===== config.mk =====
export PLATFORM = sky130hd
export DESIGN_NAME = trig_arbiter
export DESIGN_NICKNAME = d
export VERILOG_FILES = /design/src/rtl/trig_arb_pkg.sv /design/src/rtl/trig_req_front.sv /design/src/rtl/trig_pend.sv /design/src/rtl/trig_pick.sv /design/src/rtl/trig_arbiter.sv
export SDC_FILE = /design/constraint.sdc
export NUM_CORES = 1
export LEC_CHECK = 0
export BUFFER_PORTS_ARGS = -buffer_cell sky130_fd_sc_hd__buf_2
export CAP_MARGIN = 20
export CORE_AREA = 2 2 117 85
export CTS_CLUSTER_DIAMETER = 100
export DETAILED_ROUTE_END_ITERATION = 8
export DIE_AREA = 0 0 119 87
export GPL_ROUTABILITY_DRIVEN = 0
export PLACE_DENSITY_LB_ADDON = 0.25
export SLEW_MARGIN = 20
export SYNTH_ARGS = -nofsm -noshare
export SYNTH_HDL_FRONTEND = slang
export SYNTH_SLANG_ARGS = --single-unit

===== constraint.sdc =====
create_clock -name clk -period 28.1 [get_ports clk]
set_clock_uncertainty 0.1 [all_clocks]
set_input_delay 1.405 -clock clk [delete_from_list [all_inputs] [get_ports clk]]
set_output_delay 1.405 -clock clk [all_outputs]
set_load 0.005 [all_outputs]

===== src/rtl/trig_arb_pkg.sv =====
package trig_arb_pkg;

    localparam int DEF_N_XBAR  = 8;
    localparam int DEF_N_TOUCH = 2;
    localparam int DEF_PRIO_W  = 3;

    // Candidate beats the current best only when strictly higher,
    // so a scan in ascending index order keeps the lower index on ties.
    function automatic logic prio_beats(input logic [7:0] cand, input logic [7:0] best,
                                        input logic have_best);
        return !have_best || (cand > best);
    endfunction

endpackage


===== src/rtl/trig_req_front.sv =====
module trig_req_front #(
    parameter int N_XBAR  = 8,
    parameter int N_TOUCH = 2,
    localparam int N_SRC  = N_XBAR + N_TOUCH
) (
    input  logic               clk,
    input  logic               rst,
    input  logic               soft_rst,
    input  logic [N_XBAR-1:0]  xbar_hw,
    input  logic [N_XBAR-1:0]  xbar_en,
    input  logic [N_XBAR-1:0]  sw_mode,
    input  logic [N_XBAR-1:0]  sw_wr,
    input  logic [N_TOUCH-1:0] touch_hw,
    input  logic [N_TOUCH-1:0] touch_en,
    input  logic               touch_bypass,
    output logic [N_SRC-1:0]   req
);

    logic [N_XBAR-1:0] sw_bits;

    always_ff @(posedge clk) begin
        if (rst || soft_rst) sw_bits <= '0;
        else                 sw_bits <= sw_wr;
    end

    for (genvar i = 0; i < N_XBAR; i++) begin : g_xbar
        assign req[i] = xbar_en[i] & (sw_mode[i] ? sw_bits[i] : xbar_hw[i]);
    end

    for (genvar j = 0; j < N_TOUCH; j++) begin : g_touch
        assign req[N_XBAR+j] = !touch_bypass & touch_en[j] & touch_hw[j];
    end


    sw_self_clear_chk: assert property (@(posedge clk) disable iff (rst || soft_rst)
        ((sw_bits != '0) && (sw_wr == '0)) |=> (sw_bits == '0));


    touch_bypass_chk: assert property (@(posedge clk) disable iff (rst)
        touch_bypass |-> (req[N_SRC-1:N_XBAR] == '0));

endmodule


===== src/rtl/trig_pend.sv =====
module trig_pend #(
    parameter int N_SRC = 10,
    localparam int IDX_W = $clog2(N_SRC)
) (
    input  logic             clk,
    input  logic             rst,
    input  logic             soft_rst,
    input  logic [N_SRC-1:0] req,
    input  logic             clr_en,
    input  logic [IDX_W-1:0] clr_idx,
    output logic [N_SRC-1:0] pend
);

    logic [N_SRC-1:0] clr_mask;

    always_comb begin
        clr_mask = '0;
        for (int k = 0; k < N_SRC; k++)
            if (clr_en && (clr_idx == IDX_W'(k))) clr_mask[k] = 1'b1;
    end

    always_ff @(posedge clk) begin
        if (rst || soft_rst) pend <= '0;
        else                 pend <= (pend & ~clr_mask) | req;
    end


    soft_clear_chk: assert property (@(posedge clk) disable iff (rst)
        soft_rst |=> (pend == '0));


    req_latched_chk: assert property (@(posedge clk) disable iff (rst || soft_rst)
        (req != '0) |=> ((pend & $past(req)) == $past(req)));


    grant_retires_chk: assert property (@(posedge clk) disable iff (rst || soft_rst)
        (clr_en && !req[clr_idx]) |=> !pend[$past(clr_idx)]);

endmodule


===== src/rtl/trig_pick.sv =====
module trig_pick
    import trig_arb_pkg::*;
#(
    parameter int N_SRC  = 10,
    parameter int PRIO_W = 3,
    localparam int IDX_W = $clog2(N_SRC)
) (
    input  logic [N_SRC-1:0]        pend,
    input  logic [N_SRC*PRIO_W-1:0] prio,
    output logic                    any,
    output logic [IDX_W-1:0]        win
);

    logic [7:0] best;

    always_comb begin
        any  = 1'b0;
        win  = '0;
        best = '0;
        for (int k = 0; k < N_SRC; k++) begin
            if (pend[k] && prio_beats(8'(prio[k*PRIO_W +: PRIO_W]), best, any)) begin
                any  = 1'b1;
                win  = IDX_W'(k);
                best = 8'(prio[k*PRIO_W +: PRIO_W]);
            end
        end
    end

endmodule


===== src/rtl/trig_arbiter.sv =====
module trig_arbiter
    import trig_arb_pkg::*;
#(
    parameter int N_XBAR  = DEF_N_XBAR,
    parameter int N_TOUCH = DEF_N_TOUCH,
    parameter int PRIO_W  = DEF_PRIO_W,
    localparam int N_SRC  = N_XBAR + N_TOUCH,
    localparam int IDX_W  = $clog2(N_SRC)
) (
    input  logic                    clk,
    input  logic                    rst,
    input  logic                    soft_rst,
    input  logic [N_XBAR-1:0]       xbar_trig_i,
    input  logic [N_XBAR-1:0]       xbar_en,
    input  logic [N_XBAR-1:0]       xbar_sw_mode,
    input  logic [N_XBAR-1:0]       sw_trig_wr,
    input  logic [N_TOUCH-1:0]      touch_trig_i,
    input  logic [N_TOUCH-1:0]      touch_en,
    input  logic                    touch_bypass,
    input  logic [N_SRC*PRIO_W-1:0] prio_i,
    input  logic                    seq_ready,
    output logic                    grant_valid,
    output logic [IDX_W-1:0]        grant_idx
);

    logic [N_SRC-1:0] req;
    logic [N_SRC-1:0] pend;
    logic             any;
    logic [IDX_W-1:0] win;
    logic             fire;

    assign fire = seq_ready && any;

    trig_req_front #(.N_XBAR(N_XBAR), .N_TOUCH(N_TOUCH)) u_front (
        .clk(clk), .rst(rst), .soft_rst(soft_rst),
        .xbar_hw(xbar_trig_i), .xbar_en(xbar_en), .sw_mode(xbar_sw_mode),
        .sw_wr(sw_trig_wr), .touch_hw(touch_trig_i), .touch_en(touch_en),
        .touch_bypass(touch_bypass), .req(req)
    );

    trig_pend #(.N_SRC(N_SRC)) u_pend (
        .clk(clk), .rst(rst), .soft_rst(soft_rst), .req(req),
        .clr_en(fire), .clr_idx(win), .pend(pend)
    );

    trig_pick #(.N_SRC(N_SRC), .PRIO_W(PRIO_W)) u_pick (
        .pend(pend), .prio(prio_i), .any(any), .win(win)
    );

    always_ff @(posedge clk) begin
        if (rst || soft_rst) begin
            grant_valid <= 1'b0;
            grant_idx   <= '0;
        end else begin
            grant_valid <= fire;
            if (fire) grant_idx <= win;
        end
    end


    grant_needs_ready_chk: assert property (@(posedge clk) disable iff (rst || soft_rst)
        grant_valid |-> $past(seq_ready));


    winner_pending_chk: assert property (@(posedge clk) disable iff (rst)
        any |-> pend[win]);


    grant_idx_range_chk: assert property (@(posedge clk) disable iff (rst)
        grant_valid |-> (grant_idx < IDX_W'(N_SRC)));


    reset_idle_chk: assert property (@(posedge clk)
        $past(rst) |-> !grant_valid);

endmodule


* After elaboration in Yosys (flattened, before gate mapping)
Cells that the tools add are included.
** Storage, ports and cells
- Register bits :: 23
- Word-level logic and storage cells :: 124
- Output and inout bits :: 5
- Input bits :: 71
** Operators by class
- Magnitude comparators :: 9
- Muxes and demuxes :: 46
- Equal/unequal tests :: 9
- Reduce and logical (&&, ||, !) cells :: 41
- Bitwise logic cells :: 15
** Operators by type and width (number)
- $mux 3 :: 13
- $mux 1 :: 29
- $gt 3x3->1 :: 9
- $logic_and 1x1->1 :: 20
- $eq 4x3->1 const B :: 4
- $and 1x1->1 :: 12
- $and 10x10->10 :: 1
- $logic_not 1->1 :: 10
- $logic_or 1x1->1 :: 10
- $not 10->10 :: 1
- $or 10x10->10 :: 1
- $eq 4x2->1 const B :: 2
- $eq 4x4->1 const B :: 2
- $mux 4 :: 2
- $eq 4x1->1 const B :: 1
- $logic_not 4->1 :: 1
- $mux 2 :: 2

* Longest topological paths before layout
- Depth in word-level cells :: 43
- Depth in mapped cells :: 59
- Gate-level depth less buffers :: 56

* By module
A second synthesis with hierarchy kept.
** Unflattened totals
- Cells, all modules :: 294
- Area total of the unflattened synthesis :: 2399.8 sq um
** Modules (own cells, without submodules)
- trig_pick :: cells an instance 187, sequential area each 0.0 sq um, times used 1, area each 1312.5 sq um
- trig_pend :: cells an instance 47, sequential area each 200.2 sq um, times used 1, area each 509.2 sq um
- trig_req_front :: cells an instance 37, sequential area each 160.2 sq um, times used 1, area each 361.6 sq um
- trig_arbiter :: cells an instance 23, sequential area each 100.1 sq um, times used 1, area each 216.5 sq um

* Worst setup path before layout
OpenSTA, ideal clock, no wires.
- Path kind :: input-to-reg
- Start point :: input port prio_i[1]
- End point :: register u_pend.pend[1]
- Setup slack :: 15771 ps
- Buffers on the path :: 2
- Data arrival time :: 12100 ps
- Required time :: 27871 ps
- Stages on the path :: 57
- Setup time :: 129 ps
- Cell sequence :: nand2_1 ha_1 or2_2 o2111ai_1 nand3_1 and2_1 ha_1 and3b_1 o211ai_1 a21oi_1 a31oi_1 ha_1 nand3_1 o211ai_1 o21ai_1 nand2_1 o21a_1 ha_1 (+21 left out) o21a_1 clkbuf_1 nor2_1 a32oi_1 ha_1 a21oi_1 a32oi_1 o21ai_1 nand2_1 nor3b_1 a21oi_1 ha_1 nor2b_1 o31ai_1 o31a_1 nand2_1 o311ai_0 nand3_1
** On the way
- Cells in the longest elaborated chain, start to end :: 43
- Elaborated cells on any way between the ends :: 69
- Classes of those cells :: 9 x order compare; 1 x eq/ne; 28 x mux; 3 x bitwise; 28 x reduce/logical
** RTL lines
- from (decl) :: line trig_arbiter.sv:20 : input logic [N_SRC*PRIO_W-1:0] prio_i,
- $mux 3 * :: line trig_pick.sv:21 : if (pend[k] && prio_beats(8'(prio[k*PRIO_W +: PRIO_W]), best, any)) begin
- $gt 3x3->1 :: line trig_arb_pkg.sv:11 : return !have_best || (cand > best);
- $logic_or 1x1->1 :: line trig_arb_pkg.sv:11
- $logic_and 1x1->1 :: line trig_pick.sv:21
- $mux 3 or $mux 1 (tied branches) :: line trig_pick.sv:21
- $gt 3x3->1 or $logic_not 1->1 (tied branches) :: line trig_arb_pkg.sv:11
- $logic_or 1x1->1 :: line trig_arb_pkg.sv:11
- $logic_and 1x1->1 :: line trig_pick.sv:21
- (+27 left out)
- $logic_and 1x1->1 :: line trig_pick.sv:21
- $mux 4 or $mux 1 (tied branches) :: line trig_pick.sv:21
- $eq 4x1->1 or $logic_and 1x1->1 (tied branches) :: line trig_pend.sv:19, trig_arbiter.sv:32
- $logic_and 1x1->1 * :: line trig_pend.sv:19 : if (clr_en && (clr_idx == IDX_W'(k))) clr_mask[k] = 1'b1;
- $mux 1 * :: line trig_pend.sv:19
- $not 10->10 * :: line trig_pend.sv:24 : else pend <= (pend & ~clr_mask) | req;
- $and 10x10->10 * :: line trig_pend.sv:24
- $or 10x10->10 * :: line trig_pend.sv:24
- to (signal assigned) :: line trig_pend.sv:24
- to (decl) :: line trig_pend.sv:11 : output logic [N_SRC-1:0] pend
Mark *: on every way between the ends. The rest lies on a longest branch, timed or not.
A chain may end at the register's enable or synchronous reset.

* Worst setup path after layout
Ends and elaborated chain as after synthesis.

==> flow_metrics.tcl <==
set metrics [dict create \
    crit_path_max_fanout 13 \
    cp.required_ps 28130 \
    yosysTopAreaCellShare_pct 20.3 \
    grt_antenna_before_repair 0 \
    via_per_inst 4.99 \
    synth_nets 390 \
    grt_pass1_vias 2416 \
    dp_slack_ps 13510 \
    core_um2 9350 \
    crit_path_frequent_cell "ha_1" \
    grt_pass1_wl_um 11700 \
    max_freq_ghz 0.0694 \
    rsz0062_at_grt "no" \
    final_max_slew_viol_count 0 \
    finalWorstSetupSlack_ps 13690 \
    path_class "in2reg" \
    async_flop_share_pct 0 \
    synthCells 292 \
    vias 2467 \
    synth_area_leader_cell "dfxtp_1" \
    dpl.hpwl_um 5880 \
    crit_path_end_kind "register" \
    initial_core_util_pct 24.3 \
    synth_flop_cell "dfxtp_1" \
    fin_tns_setup_ps 0 \
    insertion_delay_ps 250 \
    port_buffers 75 \
    cap_violations 0 \
    seq_power_share_pct 31.1 \
    yosysSeqAreaShare_pct 20.3 \
    holdBufCountCts 0 \
    wl_per_cell_um 14.2 \
    leakage_nw 1.33 \
    dieArea_um2 10400 \
    multi_input_area_um2 1730 \
    drt_iter0_drc 105 \
    synth_area_leaders "dfxtp_1 20%, ha_1 15%, a21oi_1 6.6%" \
    p_sw_share_pct 34.1 \
    yosys_warnings 0 \
    clkPwrFrac_pct 27.7 \
    internal_power_w 0.0000738 \
    finalSetupViolCount 0 \
    regArea_um2 460 \
    cts_resized 0 \
    dr.pass1.iters 5 \
    synth-seq-cells 23 \
    gr-usage-all-layers_pct 13.7 \
    holdCritPathClass "reg2reg" \
    fillerInstances 1015 \
    cpPeakStageDelay_ps 720 \
    status "complete, no violations" \
    num_antenna_cells 0 \
    numCtsBuffers 3 \
    synth_area_per_cell_um2 7.78 \
    hold_viol 0 \
    critPathLaunchType "input port" \
    areaGrowthSynthToFinish_pct 26.0 \
    drive_above_1_share_pct 25.7 \
    nNetsFinal 465 \
    cp.arrival_ps 14450 \
    h-tree-depth 1 \
    slew_headroom_pct 39.4 \
    postRouteAntennaNets 0 \
    drc_errors 0 \
    row_count 30 \
    finalCritPeriodShare_pct 51.3 \
    synth-edff-count 0 \
    clock-root-buffer "clkbuf_16" \
    layout_common_cells "75 x buf_2, 30 x a21oi_1, 27 x ha_1" \
    post-route-min-period_ps 14410 \
    wl_um 7030 \
    clk_pin_slew_ps 60 \
    fp.dieH_um 87 \
    final_common_cell "buf_2" \
    final_util_pct 30.6 \
    overflow 0 \
    clock_sinks 23 \
    p_per_area_nw_per_um2 39.1 \
    crit_slowest_cell "o21ai_1" \
    switchingPower_w 0.0000381 \
    io_pins 76 \
    cts_tree "yes" \
    synth.distinct_cells 53 \
    pwr-share-comb_pct 41.1 \
    cts_setup_buffers 0 \
    grt_max_degree 19 \
    tightest_slew_ps 903 \
    fin_hold_ws_ps 352 \
    irDropWorstVdd_v 0.0000315 \
    die_width_um 119 \
    syn_area_um2 2270 \
    clock_path_buffers 2 \
]
-- layer usage --
metal  global-route usage [%]  wire [um]
met3                     1.77        416
met2                     21.0       2830
met5                        0          0
met1                     20.9       3770
met4                     1.19          7
-- synthesized netlist by cell type, types with 8 or more instances --
library cell and instances:
nor2b_1 8, o21ai_0 25, nand2_1 23, dfxtp_1 23, ha_1 27, a21oi_1 30
nor2_1 19, nand3_1 10, o211ai_1 13, inv_1 14, and2_1 11
-- metrics by stage --
stage | cell area, um^2 | power (W) | std cells
CTS | 2860 | 0.000112 | 494
detailed placement | 2780 | 0.0000813 | 490
floorplan | 2270 | 0.0000665 | 292
global route | 2860 | 0.000121 | 494
finish | 2860 | 0.000112 | 494
global placement | 2780 | 0.0000801 | 490
-- sequential cells by signal, indices dropped and copies added, names as in the netlist --
name             cells
u_pend.pend         10
u_front.sw_bits      8
grant_idx            4
grant_valid          1
-- critical path: cells and delay by family --
kind / cells / cell delay, ps
AO/OA/AOI/OAI: 28 / 7360
adder cells (fa/ha/maj): 9 / 2520
buffers and inverters: 2 / 210
AND/OR/NAND/NOR: 18 / 2940
-- power groups by stage --
stage	clock (W)	combinational, W	sequential (W)
global route	0.0000329	0.0000526	0.0000350
CTS	0.0000314	0.0000461	0.0000348
floorplan	0	0.0000313	0.0000352
detailed placement	0	0.0000457	0.0000356
global placement	0	0.0000446	0.0000355
finish	0.0000310	0.0000461	0.0000348
-- path summary, 6_finish.rpt --
| kind | start | end | slack (ps) | cells after the start |
|---|---|---|---|---|
| worst max register to register | u_pend.pend[0] | u_pend.pend[1] | 14370 | 56 |
| worst max-delay path | prio_i[1] | u_pend.pend[1] | 13690 | 57 |
| worst min register to register | grant_idx[1] | grant_idx[1] | 350 | 2 |
| worst min-delay path | grant_idx[1] | grant_idx[1] | 350 | 2 |
-- logic make-up after synthesis --
kind of cell,share of synthesized area (%)
compound gates,32.5
simple gates,25.0
fa+ha+maj,14.9
flops,20.3
buf+inv,3.64
mux,3.69
-- final cells by class --
class	count	area share, %
Tap cell	128	5.60
Clock buffer	4	2.75
Sequential cell	23	16.1
Inverter	15	1.97
Timing Repair Buffer	75	13.1
Multi-Input combinational cell	249	60.5
No activity file was read; power rests on OpenSTA's default activity.
